[src/rtl/chain_alu_pkg.sv]
package chain_alu_pkg;
  typedef enum logic [1:0] {
    FN_ADD = 2'b00,
    FN_OR  = 2'b01,
    FN_AND = 2'b10,
    FN_INV = 2'b11
  } fn_e;
endpackage

[src/rtl/chain_alu_logic.sv]
module chain_alu_logic
  import chain_alu_pkg::*;
#(
  parameter int W = 2
) (
  input  fn_e          fn,
  input  logic [W-1:0] opa,
  input  logic [W-1:0] opb,
  output logic [W:0]   res
);
  logic [W-1:0] and_v, or_v, inv_v, sum_v;
  logic [W:0]   carry;

  assign carry[0] = 1'b0;

  // per-bit cells: bitwise ops and a ripple full adder
  for (genvar i = 0; i < W; i++) begin : g_bit
    assign and_v[i]     = opa[i] & opb[i];
    assign or_v[i]      = opa[i] | opb[i];
    assign inv_v[i]     = ~opb[i];
    assign sum_v[i]     = opa[i] ^ opb[i] ^ carry[i];
    assign carry[i+1]   = (opa[i] & opb[i]) | (carry[i] & (opa[i] ^ opb[i]));
  end

  always_comb begin
    unique case (fn)
      FN_ADD:  res = {carry[W], sum_v};
      FN_OR:   res = {1'b0, or_v};
      FN_AND:  res = {1'b0, and_v};
      default: res = {1'b0, inv_v};
    endcase
  end
endmodule

[src/rtl/chain_alu_opreg.sv]
module chain_alu_opreg #(
  parameter int W = 2
) (
  input  logic         clk,
  input  logic         rst,
  input  logic         load,
  input  logic [W-1:0] ext_val,
  input  logic [W-1:0] fb_val,
  output logic [W-1:0] cd_q
);
  always_ff @(posedge clk) begin
    if (rst)       cd_q <= '0;
    else if (load) cd_q <= ext_val;
    else           cd_q <= fb_val;
  end

  // one edge after reset the register is zero, whatever load was
  logic rst_d;
  always_ff @(posedge clk) begin
    rst_d <= rst;
    if (rst_d == 1'b1) begin
      a_r1_reset_clears: assert (cd_q == '0);
    end
  end

  a_r6_load_captures: assert property (@(posedge clk) disable iff (rst)
    load |=> cd_q == $past(ext_val));

  a_r7_feedback_captures: assert property (@(posedge clk) disable iff (rst)
    !load |=> cd_q == $past(fb_val));
endmodule

[src/rtl/chain_alu.sv]
module chain_alu
  import chain_alu_pkg::*;
#(
  parameter int W = 2
) (
  input  logic         clk,
  input  logic         rst,
  input  logic         load,
  input  logic [1:0]   sel,
  input  logic [W-1:0] a_in,
  input  logic [W-1:0] c_in,
  output logic [W:0]   res_out
);
  localparam int RW = W + 1;

  fn_e          fn;
  logic [W-1:0] cd_q;
  logic [RW-1:0] res;

  assign fn      = fn_e'(sel);
  assign res_out = res;

  chain_alu_opreg #(.W(W)) u_opreg (
    .clk     (clk),
    .rst     (rst),
    .load    (load),
    .ext_val (c_in),
    .fb_val  (res[W-1:0]),
    .cd_q    (cd_q)
  );

  chain_alu_logic #(.W(W)) u_logic (
    .fn  (fn),
    .opa (a_in),
    .opb (cd_q),
    .res (res)
  );

  a_r2_invert: assert property (@(posedge clk) disable iff (rst)
    (sel == 2'b11) |-> ((res_out[W-1:0] ^ cd_q) == {W{1'b1}}) && !res_out[W]);

  a_r3_and: assert property (@(posedge clk) disable iff (rst)
    (sel == 2'b10) |-> ((res_out[W-1:0] & ~a_in) == '0) &&
                       ((res_out[W-1:0] & ~cd_q) == '0) && !res_out[W]);

  a_r4_or: assert property (@(posedge clk) disable iff (rst)
    (sel == 2'b01) |-> ((res_out[W-1:0] | a_in | cd_q) == res_out[W-1:0]) &&
                       ((a_in & ~res_out[W-1:0]) == '0) && !res_out[W]);

  a_r5_sum: assert property (@(posedge clk) disable iff (rst)
    (sel == 2'b00) |-> (RW'(res_out) - RW'(a_in)) == RW'(cd_q));
endmodule

[config.mk]
export PLATFORM = sky130hd
export DESIGN_NAME = chain_alu
export DESIGN_NICKNAME = d
export VERILOG_FILES = /design/src/rtl/chain_alu_pkg.sv /design/src/rtl/chain_alu_logic.sv /design/src/rtl/chain_alu_opreg.sv /design/src/rtl/chain_alu.sv
export SDC_FILE = /design/constraint.sdc
export NUM_CORES = 1
export LEC_CHECK = 0
export ABC_AREA = 1
export CAP_MARGIN = 10
export CORE_AREA = 2 2 39 41
export CTS_CLUSTER_DIAMETER = 30
export DETAILED_ROUTE_END_ITERATION = 12
export DIE_AREA = 0 0 41 43
export PLACE_DENSITY = 0.51
export SETUP_SLACK_MARGIN = 0.15
export SYNTH_ARGS = -nofsm -noshare
export SYNTH_HDL_FRONTEND = slang
export SYNTH_SLANG_ARGS = --single-unit
[constraint.sdc]
create_clock -name clk -period 2.3 [get_ports clk]
set_input_delay 0.46 -clock clk [delete_from_list [all_inputs] [get_ports clk]]
set_output_delay 0.46 -clock clk [all_outputs]
set_load 0.01 [all_outputs]
Word level (Yosys, flattened, before mapping)
Index checks and enable logic that the tools add are counted.

Output and inout port bits: 3. Input bits: 9. Register bits: 2. Logic and storage cells: 17.

Muxes and demuxes: 2. Equality and inequality tests: 2. Reduce and logical (&&, ||, !) cells: 1. Bitwise operators: 11.

Operator list (count): $pmux 3 s3 (1); $and 1x1->1 (3); $or 1x1->1 (3); $xor 1x1->1 (3); $eq 2x1->1 const B (1); $eq 2x2->1 const B (1); $logic_not 2->1 (1); $mux 2 (1); $not 1->1 (2).

Depth between registers and ports, before layout
Depth in word-level cells: 5. Depth in mapped cells: 7. Depth with buffers taken out: 7.

Hierarchy
Synthesis repeated with hierarchy kept, for this count alone.

Cells, all modules: 36. Area total of the unflattened synthesis: 240.2 um^2.

Modules (own cells, without submodules): chain_alu_logic (seq. area each 0.0 um^2, times used 1, cells an instance 23, area an instance 158.9 um^2); chain_alu_opreg (seq. area each 40.0 um^2, times used 1, cells an instance 13, area an instance 81.3 um^2).

Worst setup path before layout
OpenSTA, ideal clock, no wires.

Path type: input to output. Start: input a_in[0]. End: output res_out[1]. Arrival: 1307 ps. Data required time: 1840 ps. Path slack: 533 ps. Path buffers: 0. Stages: 4. Path through: ha_1 > fa_1 > nand2_1 > nand4_2.

Cells in the longest elaborated chain, start to end: 3.

Ends and longest elaborated chain: from (decl) (RTL line chain_alu.sv:10) `input logic [W-1:0] a_in,`; $and 1x1->1 (RTL line chain_alu_logic.sv:22) `assign carry[i+1] = (opa[i] & opb[i]) | (carry[i] & (opa[i] ^ opb[i]));`; $xor 1x1->1 (RTL line chain_alu_logic.sv:21) `assign sum_v[i] = opa[i] ^ opb[i] ^ carry[i];`; $pmux 3 s3 (RTL line chain_alu_logic.sv:26) `unique case (fn)`; to (decl) (RTL line chain_alu.sv:12) `output logic [W:0] res_out`.

No other way between the ends.

Final worst setup path
Same ends and word-level chain as after synthesis.

==> out/summary.md <==
For this run, asynchronously set or reset flops after synthesis account for 0%. The largest registers in the layout are u_opreg.cd_q (2). At the pin with the least slew margin, the transition time is 0.286 ns.

The flow ran to the end, and the final reports show no timing, DRC or antenna violations. The storage element area was 40.0 sq um. For the worst setup slack before clock tree synthesis, the log shows -0.471 ns. The largest single stage delay on the critical path is 0.42 ns. Class of the worst hold path: reg -> reg.

Across the routed clock network, the largest skew measured is 0.00426 ns. After clock tree synthesis, the clock-pin slew on the worst setup and hold paths is 0.03 ns. Headroom to the max-slew limit came out at 80.9%. The kind of cell with the highest combined delay along the critical path is adder cells.

The initial utilization of the core area, before any placement, comes to 20.0%. The global placement routability congestion came out at 0.584. Area added between synthesis and finish: 59.3%. The signal on the critical path passes through clkdlybuf4s15_1 -> ha_2 -> fa_1 -> nand2_1 -> nand4_2 -> buf_2. The worst ir drop on vdd was 0.199 mV. Synthesis produced a netlist whose cell count is 36. The DRC violations left is 0, and the power density over cell area is 413 nW/um^2. The multi-input combinational cells in the finished layout cover a total of 190 sq um.

Number of levels in the clock H-tree: 1. The commonest cells after synthesis are 9 x sky130_fd_sc_hd__inv_1, 4 x sky130_fd_sc_hd__ha_1, 4 x sky130_fd_sc_hd__nand3_1. Clock latency reported for the late side of the worst-skew pair: 0.22 ns. The number of sinks driven by the clock tree was 2; the post-route worst hold slack was 0.703 ns. After detailed routing, the average wire length per cell comes to 7.70 um.

For the static leakage power, the log shows 0.224 nW. Among all stages on the critical path, the largest delay is contributed by sky130_fd_sc_hd__fa_1. Counting along the longest clock path gives a buffer depth of 2. For this run, the leading register cell type out of synthesis is sky130_fd_sc_hd__dfxtp_1. The tools report the capturing element type of the critical path as an output port. The post-route netlist has 34.0% of its cells at a drive strength greater than 1.

After synthesis, the largest area contributor takes up 18.1% of total cell area. The per-instance average area after synthesis is 7.68 sq um. Summed over all nets, the half-perimeter wirelength after detailed placement is 431 um.

Die footprint: 1760 sq um. Setup slack on the critical path of the routed design comes to 0.271 ns. The floorplan die width came out at 41 um. The tools report the setup violation total in the final timing report as 0. The register bank with the most flops is u_opreg.cd_q.

Buffers placed on the I/O ports in this run total 11. After routing the design area is 440 sq um. The number of flops mapped to enable cells by yosys works out to 0. The number of endpoints with negative hold slack in the final report was 0.

The netlist uses 17 different library cells. The iteration-0 DRC count of the detailed router was 1. The max-capacitance violation count came out at 0. The clock period could shrink to 2.03 ns. The data required time of the critical path came out at 1.84 ns. After synthesis, the cell types taking the most area are sky130_fd_sc_hd__ha_1 18%, sky130_fd_sc_hd__dfxtp_1 14%, sky130_fd_sc_hd__inv_1 12%. Setup repair after global routing left no endpoint under its margin. In the routed layout, each cell is associated on average with a via count of 3.94. The count of synthesis-stage warnings from yosys was 0. For this run the aggregate overflow at the end of global routing stands at 0. Global routing consumed, on the met2 layer, 10.6% of the routing resources.

Buffers inserted to repair hold after CTS numbered 0. The tools report the initial antenna violation count as 0. The worst setup path is launched from a primary input. The logs give 12 for the I/O pin count and 14.5% for the sequential area share after synthesis.

TritonCTS built the clock tree. The run gives 2 as the first-pass iteration count of the detailed router. The slack of the worst reg-to-reg path is 0.81 ns, and the total via count after detailed routing is 272. The start-to-end type of the worst setup path is in -> out. The net count of the finished layout is 69. In this run, synthesis produced a sequential element count of 2.

The repair_antennas step left the layout with diodes totalling 0. The tools report the achievable frequency as 493 MHz. Of all nets on the critical path, the largest fanout is 2. The number of flip-flops in the largest register is 2, and the mapped cell area is 277 sq um. Global routing used 1.57% of the available met3 tracks. The logs give 260 for the via count of the first global-routing pass and 50 for the number of nets in the synthesized netlist.

sky130_fd_sc_hd__ha_1 takes more of the synthesized area than any other cell. The post-detailed-route count of antenna-violating nets came out at 0. In the global route stage, overall resource usage came out at 7.93%. STA puts the critical path data arrival time at 1.57 ns.

The area of the core region came out at 1380 sq um. The clock root buffer master is sky130_fd_sc_hd__clkbuf_4. Yosys instantiated no cell more often than sky130_fd_sc_hd__inv_1.

For the first-pass GRT wire length, the log shows 917 um. The number of inserted filler cells in the final layout is 157, and the met1 demand-to-capacity share in global routing is 9.65%. Once placement finished, the instance area stood at 418 sq um.

In this run, CTS created clock tree buffers numbering 3. The sum of buffers and inverters on the critical path came out at 2. Dividing the final minimum period by the clock period gives 88.2%. For the maximum number of pins on one net before global-route repair, the log shows 9. The die is 43 um tall. The total count of max-transition violations in the final report came out at 0.

After global routing, the most crowded layer is met2. After floorplanning, the core was divided into 14 placement rows. The overall routed net length is 531 um.
[power by group]
part           internal (mW)  switching (mW)  leakage [nW]
logic                 0.0353          0.0299         0.194
clock network         0.0574          0.0187        0.0138
registers             0.0380         0.00254        0.0167
total                  0.131          0.0512         0.224
[area by class of cell]
class | instances | share of cell area (%)
sequential | 2 | 9.09
multi-input combinational | 23 | 43.2
inverter | 10 | 8.52
clock buffer | 3 | 5.11
tap | 16 | 4.55
timing repair buffer | 15 | 29.5
[what timing repair did]
item / 4_1_cts / 5_1_grt
pin swaps: 3 / 1
gates resized for setup: 12 / 1
buffers inserted: 1 / 0
cloned: 0 / 0
setup endpoints to repair: 3 / 1
[per-stage QoR]
step	std cells	utilization [%]	power [mW]	setup TNS [ns]
floorplan	36	-	0.0751	0
global placement	65	30.2	0.110	-0.916
detailed placement	65	30.2	0.110	-0.937
CTS	69	31.7	0.186	0
global route	69	31.8	0.194	0
finish	69	31.8	0.182	0
[path summary, 6_finish.rpt]
| kind | startpoint | endpoint | cells past startpoint |
|---|---|---|---|
| setup / recovery | a_in[0] | res_out[1] | 6 |
| hold / removal | u_opreg.cd_q[0] | u_opreg.cd_q[0] | 4 |
| hold reg to reg | u_opreg.cd_q[0] | u_opreg.cd_q[0] | 4 |
| setup reg to reg | u_opreg.cd_q[0] | u_opreg.cd_q[1] | 7 |
[logic make-up after synthesis]
logic type	synth area share, %
compound gates	8.60
fa+ha+maj	25.3
buf+inv	17.6
flops	14.5
simple gates	33.9
[cells in the final DEF (no fill, tap or decap)]
master | synthesis | layout
sky130_fd_sc_hd__a21oi_2 | 1 | 1
sky130_fd_sc_hd__buf_2 | 0 | 1
sky130_fd_sc_hd__buf_4 | 0 | 4
sky130_fd_sc_hd__clkbuf_4 | 0 | 3
sky130_fd_sc_hd__clkdlybuf4s15_1 | 0 | 2
sky130_fd_sc_hd__clkdlybuf4s50_1 | 0 | 4
sky130_fd_sc_hd__dfxtp_1 | 2 | 2
sky130_fd_sc_hd__dlygate4sd2_1 | 0 | 4
sky130_fd_sc_hd__fa_1 | 1 | 1
sky130_fd_sc_hd__ha_1 | 4 | 3
sky130_fd_sc_hd__ha_2 | 0 | 1
sky130_fd_sc_hd__inv_1 | 9 | 9
sky130_fd_sc_hd__inv_2 | 1 | 1
sky130_fd_sc_hd__nand2_1 | 2 | 2
sky130_fd_sc_hd__nand2_2 | 1 | 1
sky130_fd_sc_hd__nand3_1 | 4 | 4
sky130_fd_sc_hd__nand3_2 | 1 | 1
sky130_fd_sc_hd__nand3b_2 | 1 | 1
sky130_fd_sc_hd__nand4_2 | 1 | 1
sky130_fd_sc_hd__nor2_2 | 3 | 3
sky130_fd_sc_hd__nor3b_1 | 1 | 1
sky130_fd_sc_hd__o21ai_0 | 2 | 2
sky130_fd_sc_hd__o21ai_1 | 1 | 1
[worst register-to-register path, cell delays in order, from the launching register on]
cell	delay (ns)
sky130_fd_sc_hd__dfxtp_1	0.34
sky130_fd_sc_hd__ha_2	0.20
sky130_fd_sc_hd__fa_1	0.40
sky130_fd_sc_hd__nand2_1	0.09
sky130_fd_sc_hd__nand4_2	0.08
sky130_fd_sc_hd__buf_4	0.15
sky130_fd_sc_hd__nor2_2	0.09
sky130_fd_sc_hd__nor2_2	0.03
[routing by layer]
layer / share of wire [%] / up-vias
met5: 0 / -
met4: 0 / 0
met3: 6.2 / 0
met2: 53 / 10
met1: 41 / 115
li1: - / 147
(Power assumes the default switching activity.)
